**config.mk**
```make
export PLATFORM = sky130hd
export DESIGN_NAME = pwr_domain_seq
export DESIGN_NICKNAME = d
export VERILOG_FILES = /design/src/rtl/pgs_pkg.sv /design/src/rtl/pgs_req_latch.sv /design/src/rtl/pgs_stager.sv /design/src/rtl/pgs_timer.sv /design/src/rtl/pwr_domain_seq.sv
export SDC_FILE = /design/constraint.sdc
export NUM_CORES = 1
export LEC_CHECK = 0
export BUFFER_PORTS_ARGS = -buffer_cell sky130_fd_sc_hd__clkbuf_2
export CAP_MARGIN = 20
export CELL_PAD_IN_SITES_DETAIL_PLACEMENT = 1
export CELL_PAD_IN_SITES_GLOBAL_PLACEMENT = 2
export CORE_MARGIN = 1
export CORE_UTILIZATION = 35
export CTS_BUF_LIST = sky130_fd_sc_hd__clkbuf_4 sky130_fd_sc_hd__clkbuf_8
export CTS_CLUSTER_SIZE = 10
export DETAILED_ROUTE_END_ITERATION = 6
export HOLD_SLACK_MARGIN = 0.12
export PLACE_DENSITY_LB_ADDON = 0.12
export SLEW_MARGIN = 20
export SYNTH_ARGS = -nofsm -noshare
export SYNTH_HDL_FRONTEND = slang
export SYNTH_SLANG_ARGS = --single-unit
```
**constraint.sdc**
```tcl
create_clock -name clk_i -period 2.5 [get_ports clk_i]
set_input_delay 0 -clock clk_i [delete_from_list [all_inputs] [get_ports clk_i]]
set_output_delay 0 -clock clk_i [all_outputs]
set_load 0.1 [all_outputs]
```
**src/rtl/pgs_pkg.sv**
```systemverilog
package pgs_pkg;

  typedef enum logic [3:0] {
    PH_ON,
    PH_D_CLK,
    PH_D_ISO,
    PH_D_SAVE,
    PH_D_SW,
    PH_OFF,
    PH_U_SW,
    PH_U_WAIT,
    PH_U_REST,
    PH_U_CLK,
    PH_ERR
  } phase_e;

  typedef enum logic [2:0] {
    ST_ON       = 3'd0,
    ST_GOING_OFF = 3'd1,
    ST_OFF      = 3'd2,
    ST_GOING_ON = 3'd3,
    ST_ERROR    = 3'd4
  } status_e;

  function automatic status_e status_of(phase_e p);
    case (p)
      PH_ON:                                   return ST_ON;
      PH_D_CLK, PH_D_ISO, PH_D_SAVE, PH_D_SW:  return ST_GOING_OFF;
      PH_OFF:                                  return ST_OFF;
      PH_ERR:                                  return ST_ERROR;
      default:                                 return ST_GOING_ON;
    endcase
  endfunction

endpackage

```
**src/rtl/pgs_req_latch.sv**
```systemverilog
module pgs_req_latch (
  input  logic clk_i,
  input  logic rst_ni,
  input  logic sleep_req_i,
  input  logic wake_req_i,
  input  logic drop_i,
  output logic pend_sleep_o,
  output logic pend_wake_o
);
  logic sleep_q, wake_q;

  // newest request wins; stable states discard whatever is pending
  always_ff @(posedge clk_i or negedge rst_ni) begin
    if (!rst_ni) begin
      sleep_q <= 1'b0;
      wake_q  <= 1'b0;
    end else begin
      sleep_q <= (sleep_req_i & ~wake_req_i) | (sleep_q & ~wake_req_i & ~drop_i);
      wake_q  <= wake_req_i | (wake_q & ~sleep_req_i & ~drop_i);
    end
  end

  assign pend_sleep_o = sleep_q;
  assign pend_wake_o  = wake_q;

endmodule

```
**src/rtl/pgs_stager.sv**
```systemverilog
module pgs_stager #(
  parameter int NUM_SEG = 4,
  parameter int GAP_W   = 8
) (
  input  logic               clk_i,
  input  logic               rst_ni,
  input  logic               start_i,
  input  logic               clear_i,
  input  logic [GAP_W-1:0]   gap_i,
  output logic [NUM_SEG-1:0] sw_en_o,
  output logic               done_o
);
  localparam logic [NUM_SEG-1:0] SEG_ONE = NUM_SEG'(1);

  logic [NUM_SEG-1:0] sw_q;
  logic [GAP_W-1:0]   cnt_q, gap_last;
  logic               stepping;

  assign gap_last = (gap_i == '0) ? '0 : gap_i - GAP_W'(1);
  assign done_o   = &sw_q;
  assign stepping = sw_q[0] & ~done_o;

  always_ff @(posedge clk_i or negedge rst_ni) begin
    if (!rst_ni) begin
      sw_q  <= '0;
      cnt_q <= '0;
    end else if (start_i) begin
      sw_q  <= SEG_ONE;
      cnt_q <= '0;
    end else if (clear_i) begin
      sw_q  <= '0;
      cnt_q <= '0;
    end else if (stepping) begin
      if (cnt_q == gap_last) begin
        sw_q  <= sw_q | (sw_q << 1);
        cnt_q <= '0;
      end else begin
        cnt_q <= cnt_q + GAP_W'(1);
      end
    end
  end

  assign sw_en_o = sw_q;

  assert_thermometer_R4: assert property (@(posedge clk_i) disable iff (!rst_ni)
    ((sw_q + SEG_ONE) & sw_q) == '0);

  assert_one_step_R4: assert property (@(posedge clk_i) disable iff (!rst_ni)
    $countones(sw_q & ~$past(sw_q)) <= 1);

endmodule

```
**src/rtl/pgs_timer.sv**
```systemverilog
module pgs_timer #(
  parameter int TMO_W = 16
) (
  input  logic             clk_i,
  input  logic             rst_ni,
  input  logic             run_i,
  input  logic [TMO_W-1:0] tmo_i,
  output logic             hit_o
);
  logic [TMO_W-1:0] cnt_q;

  always_ff @(posedge clk_i or negedge rst_ni) begin
    if (!rst_ni)             cnt_q <= '0;
    else if (!run_i)         cnt_q <= '0;
    else if (cnt_q != '1)    cnt_q <= cnt_q + TMO_W'(1);
  end

  assign hit_o = run_i & (cnt_q >= tmo_i);

  assert_count_from_zero_R7: assert property (@(posedge clk_i) disable iff (!rst_ni)
    $rose(run_i) |-> cnt_q == '0);

endmodule

```
**src/rtl/pwr_domain_seq.sv**
```systemverilog
module pwr_domain_seq #(
  parameter int NUM_SEG = 4,
  parameter int GAP_W   = 8,
  parameter int TMO_W   = 16
) (
  input  logic               clk_i,
  input  logic               rst_ni,
  input  logic               sleep_req_i,
  input  logic               wake_req_i,
  input  logic               err_clr_i,
  input  logic [GAP_W-1:0]   gap_cfg_i,
  input  logic [TMO_W-1:0]   tmo_cfg_i,
  input  logic               pwr_good_i,
  output logic               clk_en_o,
  output logic               iso_en_o,
  output logic               save_o,
  output logic               restore_o,
  output logic [NUM_SEG-1:0] sw_en_o,
  output logic [2:0]         state_o,
  output logic               err_o
);
  import pgs_pkg::*;

  localparam logic [NUM_SEG-1:0] SEG_ALL = '1;

  phase_e phase_q, phase_d;
  logic   pend_sleep, pend_wake, seg_done, tmo_hit;
  logic   wait_run, stage_start, stage_clear, req_drop;

  assign req_drop    = (phase_q == PH_ON) | (phase_q == PH_OFF);
  assign wait_run    = (phase_q == PH_D_SW) | (phase_q == PH_U_WAIT);
  assign stage_start = (phase_q == PH_OFF) & pend_wake;
  assign stage_clear = (phase_q == PH_D_SAVE) | (phase_q == PH_ERR);

  pgs_req_latch u_req (
    .clk_i        (clk_i),
    .rst_ni       (rst_ni),
    .sleep_req_i  (sleep_req_i),
    .wake_req_i   (wake_req_i),
    .drop_i       (req_drop),
    .pend_sleep_o (pend_sleep),
    .pend_wake_o  (pend_wake)
  );

  pgs_stager #(.NUM_SEG(NUM_SEG), .GAP_W(GAP_W)) u_stage (
    .clk_i   (clk_i),
    .rst_ni  (rst_ni),
    .start_i (stage_start),
    .clear_i (stage_clear),
    .gap_i   (gap_cfg_i),
    .sw_en_o (sw_en_o),
    .done_o  (seg_done)
  );

  pgs_timer #(.TMO_W(TMO_W)) u_timer (
    .clk_i  (clk_i),
    .rst_ni (rst_ni),
    .run_i  (wait_run),
    .tmo_i  (tmo_cfg_i),
    .hit_o  (tmo_hit)
  );

  always_comb begin
    phase_d = phase_q;
    case (phase_q)
      PH_ON:     if (pend_sleep) phase_d = PH_D_CLK;
      PH_D_CLK:  phase_d = PH_D_ISO;
      PH_D_ISO:  phase_d = PH_D_SAVE;
      PH_D_SAVE: phase_d = PH_D_SW;
      PH_D_SW:   if (!pwr_good_i) phase_d = PH_OFF;
                 else if (tmo_hit) phase_d = PH_ERR;
      PH_OFF:    if (pend_wake) phase_d = PH_U_SW;
      PH_U_SW:   if (seg_done) phase_d = PH_U_WAIT;
      PH_U_WAIT: if (pwr_good_i) phase_d = PH_U_REST;
                 else if (tmo_hit) phase_d = PH_ERR;
      PH_U_REST: phase_d = PH_U_CLK;
      PH_U_CLK:  phase_d = PH_ON;
      PH_ERR:    if (err_clr_i) phase_d = PH_OFF;
      default:   phase_d = PH_ERR;
    endcase
  end

  always_ff @(posedge clk_i or negedge rst_ni) begin
    if (!rst_ni) phase_q <= PH_OFF;
    else         phase_q <= phase_d;
  end

  assign clk_en_o  = (phase_q == PH_ON) | (phase_q == PH_U_CLK);
  assign iso_en_o  = ~((phase_q == PH_ON) | (phase_q == PH_D_CLK));
  assign save_o    = (phase_q == PH_D_SAVE);
  assign restore_o = (phase_q == PH_U_REST);
  assign err_o     = (phase_q == PH_ERR);
  assign state_o   = status_of(phase_q);

  assert_iso_unpowered_R2: assert property (@(posedge clk_i) disable iff (!rst_ni)
    (sw_en_o != SEG_ALL) |-> iso_en_o);

  assert_clk_powered_R5: assert property (@(posedge clk_i) disable iff (!rst_ni)
    clk_en_o |-> (sw_en_o == SEG_ALL));

  assert_save_context_R3: assert property (@(posedge clk_i) disable iff (!rst_ni)
    save_o |-> (iso_en_o && !clk_en_o && sw_en_o == SEG_ALL));

  assert_save_then_off_R3: assert property (@(posedge clk_i) disable iff (!rst_ni)
    save_o |=> (!save_o && sw_en_o == '0));

  assert_restore_context_R5: assert property (@(posedge clk_i) disable iff (!rst_ni)
    restore_o |-> (iso_en_o && !clk_en_o && sw_en_o == SEG_ALL && $past(pwr_good_i)));

  assert_iso_release_last_R5: assert property (@(posedge clk_i) disable iff (!rst_ni)
    $fell(iso_en_o) |-> ($past(clk_en_o) && !$past(restore_o)));

  assert_err_safe_R8: assert property (@(posedge clk_i) disable iff (!rst_ni)
    err_o |-> (iso_en_o && !clk_en_o));

  assert_err_sticky_R8: assert property (@(posedge clk_i) disable iff (!rst_ni)
    (err_o && !err_clr_i) |=> err_o);

  assert_status_code_R9: assert property (@(posedge clk_i) disable iff (!rst_ni)
    state_o <= 3'd4);

endmodule

```
# Yosys cells after proc, flatten, opt, wreduce, memory -nomap -nowiden
# Index checks and enable logic that the tools add are counted.
[word_totals] regBits=34 out_inout_bits=12 wordCells=76
[classes] n_addsub=3 magnitude_cmp=1 n_eq_ne=17 n_mux=20 bitwise_logic=21 reduce_logical=8
[op_table] op="$mux 4" n=11
[op_table] op="$pmux 4 s11" n=1
[op_table] op="$mux 8" n=5
[op_table] op="$mux 16" n=2
[op_table] op="$add 16x1->16 const B" n=1
[op_table] op="$eq 4x3->1 const B" n=4
[op_table] op="$ge 16x16->1" n=1
[op_table] op="$ne 16x16->1 const B" n=1
[op_table] op="$eq 4x4->1 const B" n=3
[op_table] op="$pmux 3 s4" n=1
[op_table] op="$add 8x1->8 const B" n=1
[op_table] op="$and 1x1->1" n=8
[op_table] op="$eq 4x2->1 const B" n=2
[op_table] op="$eq 8x8->1" n=1
[op_table] op="$logic_not 8->1" n=1
[op_table] op="$reduce_and 4->1" n=2
[op_table] op="$sub 8x1->8 const B" n=1
[op_table] op="$or 1x1->1" n=7
[op_table] op="$ne 2x1->1 const B" n=3
[op_table] op="$reduce_bool 3->1" n=2
[op_table] op="$not 1->1" n=5
[op_table] op="$eq 4x1->1 const B" n=1
[op_table] op="$logic_not 4->1" n=1
[op_table] op="$ne 2x2->1 const B" n=2
[op_table] op="3 further kinds" n=3

# Longest topological paths before layout
[depth] word_depth=7 ltp_mapped=10

# Cells and area by module
# From an unflattened synthesis, not the netlist that was laid out.
[hier_totals] hier_cells=335 area_unflattened_um2=2782.7
[modules_own_cells] mod="pgs_timer" n_inst=1 cells_each=140 area_per_inst_um2=1241.2 seq_area_each_um2=400.4
[modules_own_cells] mod="pgs_stager" n_inst=1 cells_each=119 area_per_inst_um2=978.4 seq_area_each_um2=300.3
[modules_own_cells] mod="pwr_domain_seq" n_inst=1 cells_each=69 area_per_inst_um2=483.0 seq_area_each_um2=102.6
[modules_own_cells] mod="pgs_req_latch" n_inst=1 cells_each=7 area_per_inst_um2=80.1 seq_area_each_um2=50.0

# Least setup slack after synthesis
# OpenSTA, ideal clock, no wires.
[synth_path] path_type="register to register" from="reg phase_q[2]" to="reg phase_q[3]" setup_time_ps=104 arrival_time_ps=3186 slack_ps=-789 stages_incl_launch_ff=6 n_path_buf=1 path_cell_list="dfstp_2 -> clkbuf_1 -> nand2b_1 -> nor3_1 -> nor2b_1 -> a221oi_1"
[synth_via] word_cells_on_any_way=22
[synth_rtl] item="start, declared" line_no="pwr_domain_seq.sv:26" text="phase_e phase_q, phase_d;"
[synth_rtl] item="start signal, assigned" line_no="pwr_domain_seq.sv:85" text="else phase_q <= phase_d;"
[synth_rtl] item="$eq 4x4->1"
[synth_rtl] item="via restore_o" line_no="pwr_domain_seq.sv:17" text="output logic restore_o,"
[synth_rtl] item="$pmux 4 s11" line_no="pwr_domain_seq.sv:65" text="case (phase_q)"
# The timed path passes the listed nets, and every way through them passes these cells.
# A chain may end at the register's enable or synchronous reset.

# Worst setup path after layout
[layout_path] from="reg u_timer.cnt_q[0]" to="reg phase_q[0]"
[layout_via] elab_chain_len=5 word_cells_on_any_way=6
[layout_rtl] item="start, declared" line_no="pgs_timer.sv:10" text="logic [TMO_W-1:0] cnt_q;"
[layout_rtl] item="start signal, assigned" line_no="pgs_timer.sv:15" text="else if (cnt_q != '1) cnt_q <= cnt_q + TMO_W'(1);"
[layout_rtl] item="$ge 16x16->1 *" line_no="pgs_timer.sv:18" text="assign hit_o = run_i & (cnt_q >= tmo_i);"
[layout_rtl] item="$and 1x1->1 *" line_no="pgs_timer.sv:18"
[layout_rtl] item="$mux 4 *"
[layout_rtl] item="$mux 4 (on tied branches)"
[layout_rtl] item="$pmux 4 s11 *"
# Every way passes the cells marked *; elsewhere a longest branch is shown, timed or not.

==> metrics.md <==
| Metric | Value |
|---|---|
| Leak | ~0.0015 uW |
| Buffers added on ports | 41 |
| Vias in the first global route | around 2500 |
| Synth Area in Compound Gates | 0.196 |
| Num rows | 31 |
| Setup bufs post-CTS | 0 |
| Worst EP arrival | between 2 and 2.5 ns |
| Final WL | 6860 um |
| Fillers | 899 |
| Fin crit share | 0.905 |
| Worst hold-check path type | input pin to register |
| Largest net degree at the start of global routing | 35 |
| WP data required | 2.71 ns |
| DRT Pass-1 Iters | 4 |
| Wl on met1 | 3640 um |
| CP endpoint kind | register |
| 1st-iter DRT viols | 60 |
| Die Ht | 89.6 um |
| Post-route antenna net violation count | 0 |
| Avg Cell Area, Syn | roughly 8.3 sq um |
| Starting density of the core | 0.366 |
| Post-synth cell types | 57 |
| Fmax | 0.442 GHz |
| Met3 Wirelength | around 170 um |
| Crit path time final | between 2 and 2.5 ns |
| Max VDD drop | 1.31 mV |
| Via count | ~2500 |
| Top layer in use | met4 |
| All-layer global routing usage | 0.191 |
| Clk pin slew, worst setup/hold paths | 0.08 ns |
| Share of the synthesized area in the top cell type | 0.298 |
| ANT cells | 0 |
| Crit path max-delay family | compound AO/OA/AOI/OAI gates |
| Root buffer cell | clkbuf_8 |
| Post-synth ARST share | 1.00 |
| Post-DP HPWL | 5220 um |
| Mapped Nets | around 370 |
| Layout cells sized above 1 | 0.220 |
| Global route overflow | 0 |
| Startpoint types | register |
| Post-Route Skew | 0.00948 ns |
| FF/Latch Area | 853 sq um |
| Main synth FF type | dfrtp_1 |
| Power per Cell Area | 912 nW/um^2 |
| GP Congestion | between 0.7 and 0.8 |
| Critical Path Fanout Max | 4 |
| CTS Buf Count | 5 |
| Count leader, synth | dfrtp_1 |
| Mux contribution to synthesized area | 0.0149 |
| Die width | between 80 and 90 um |
| Area delta synth->final | 19.9% |
| WL/cell | 14.4 um |
| Setup CP Type | register to register |
| DR WL met2 | about 3000 um |
| # DRC | 0 |
| Crit-path cells | inv_1, ha_1, nand2b_1, a21o_1, a211oi_1, o311a_1, o21ai_1, or3_1, o211ai_1 |
| Largest family of logic cells by synthesized area | simple AND/OR/NAND/NOR gates |
| CP max stage delay | 0.41 ns |
| Area leader, netlist | dfrtp_1 |
| Slew @ Worst Pin | approximately 0.90 ns |
| CTS tree | yes |
| RSZ-0062 raised after global routing | false |
| Synth Area in Simple Gates | 0.269 |
| Area contributors post-synth | dfrtp_1, ha_1, xor2_1 |
| Vias per cell | 5.29 |
| Status | finished clean |
| CP max stage cell | dfrtp_1 |
| Clk buf depth | 2 |
| Max Slew Vio Count | 0 |
| First-pass GRT wire length | roughly 12000 um |
| Nets | 425 |
| # IOs | 42 |
| Rel. slew slack | 0.401 |
| EDFF count, synth | 0 |
| Post-synthesis register bit count | 34 |
| Worst path bufs/invs | 1 |
| Pwr Total | 2930 uW |
| Final Instance Area | 3220 sq um |
| H-tree depth | 2 |
| Area occupied by multi-input gates | 1710 sq um |
| Maxcap violations | 0 |
| Post-synthesis xor/xnor area fraction | 0.0620 |
| Worst hold slack | roughly 0.18 ns |
| Setup TNS Final | 0 ns |
| Top cells by count, synth | dfrtp_1, nor2_1, nand2_1, inv_1, ha_1 |
| R2r worst-path depth | 9 |
| Post-Synthesis Cells | between 300 and 400 |
| Hold Fails Final Rpt | 0 |
| Die area | 8020 sq um |
| Hold Path Cell Cnt | 4 |
| WP depth | 9 |
| Core Footprint | 7330 sq um |
| Cell Area, Synth | 2680 sq um |
| Clk_lat worst skew | 0.29 ns |
| Final setup vio count | 0 |
| Area post-placement | 3080 sq um |
| Synth warnings | 0 |
| Seq/Total Area, Yosys | 0.318 |
| Initial antenna violation count | 0 |
| Adder-Cell Fraction of Synth Area | 0.0886 |
| CTS Sinks | 34 |
[what timing repair did]
action                     in CTS  in global routing
gates resized for setup         0                  1
hold buffers                    5                  0
hold endpoints to repair       35                  0
setup endpoints to repair       0                  1
[where the power goes]
group | internal, uW | switching, uW | leakage (uW) | total (uW)
clock network | 219 | 208 | 0.0000453 | 427
logic | 515 | 1150 | 0.00103 | 1660
registers | 664 | 180 | 0.000449 | 844
total | 1400 | 1540 | 0.00152 | 2930
[cells by family after synthesis]
family	Yosys count
AND/OR/NAND/NOR	134
AO/OA/AOI/OAI	77
buffers and inverters	35
flip-flops	34
XOR/XNOR	19
adder cells (fa/ha/maj)	19
multiplexers	4
[path summary, 6_finish.rpt]
path	from	endpoint	slack (ns)
max	u_timer.cnt_q[0]	phase_q[0]	0.24
min	err_clr_i	phase_q[1]	0.18
max reg2reg	u_timer.cnt_q[0]	phase_q[0]	0.24
min reg2reg	u_timer.cnt_q[6]	u_timer.cnt_q[6]	0.57
max in group asynchronous	rst_ni	u_stage.cnt_q[7]	1.56
min in group asynchronous	rst_ni	u_timer.cnt_q[0]	0.37
[sequential cells by signal (all words and copies together) (netlist names)]
signal	flops
u_stage.cnt_q	8
u_timer.cnt_q	16
u_stage.sw_en_o	4
u_req.pend_wake_o	1
phase_q	4
u_req.pend_sleep_o	1
[worst min-delay path, cell delays in order]
cell and delay [ns]:
clkbuf_2 0.07, a21boi_0 0.07, o21ai_0 0.19, a31oi_1 0.10
[placed cells by master, fill, tap and decap left out, types with 9 or more instances in the layout]
| master | n |
|---|---|
| buf_4 | 12 |
| o21ai_0 | 12 |
| nor3_1 | 12 |
| ha_1 | 19 |
| nand2_1 | 26 |
| a21oi_1 | 13 |
| dfrtp_1 | 32 |
| xor2_1 | 14 |
| nor2_1 | 27 |
| clkbuf_2 | 41 |
| a21o_1 | 9 |
| inv_1 | 24 |
| nand3_1 | 15 |
[metrics by stage]
step | instances | worst slack, ns | utilization
final | 476 | 0.237 | 0.439
after floorplan | 322 | 0.0966 | -
after detailed placement | 463 | 0.0637 | 0.420
after global routing | 476 | 0.0584 | 0.439
after CTS | 476 | 0.175 | 0.439
after global placement | 463 | 0.137 | 0.420
[metal layers]
layer  vias up  global-route usage
met1      1192               0.270
li1       1277                   -
met2        41               0.300
met4         0              0.0620
met3         6              0.0259
met5         -                   0
[cell type report]
| cell class | count | share of cell area |
|---|---|---|
| Timing Repair Buffer | 58 | 0.107 |
| Inverter | 24 | 0.0280 |
| Sequential cell | 34 | 0.265 |
| Multi-Input combinational cell | 253 | 0.532 |
| Tap cell | 99 | 0.0385 |
| Clock buffer | 7 | 0.0261 |
| Clock inverter | 1 | 0.00233 |
No activity file was read; power rests on OpenSTA's default activity.
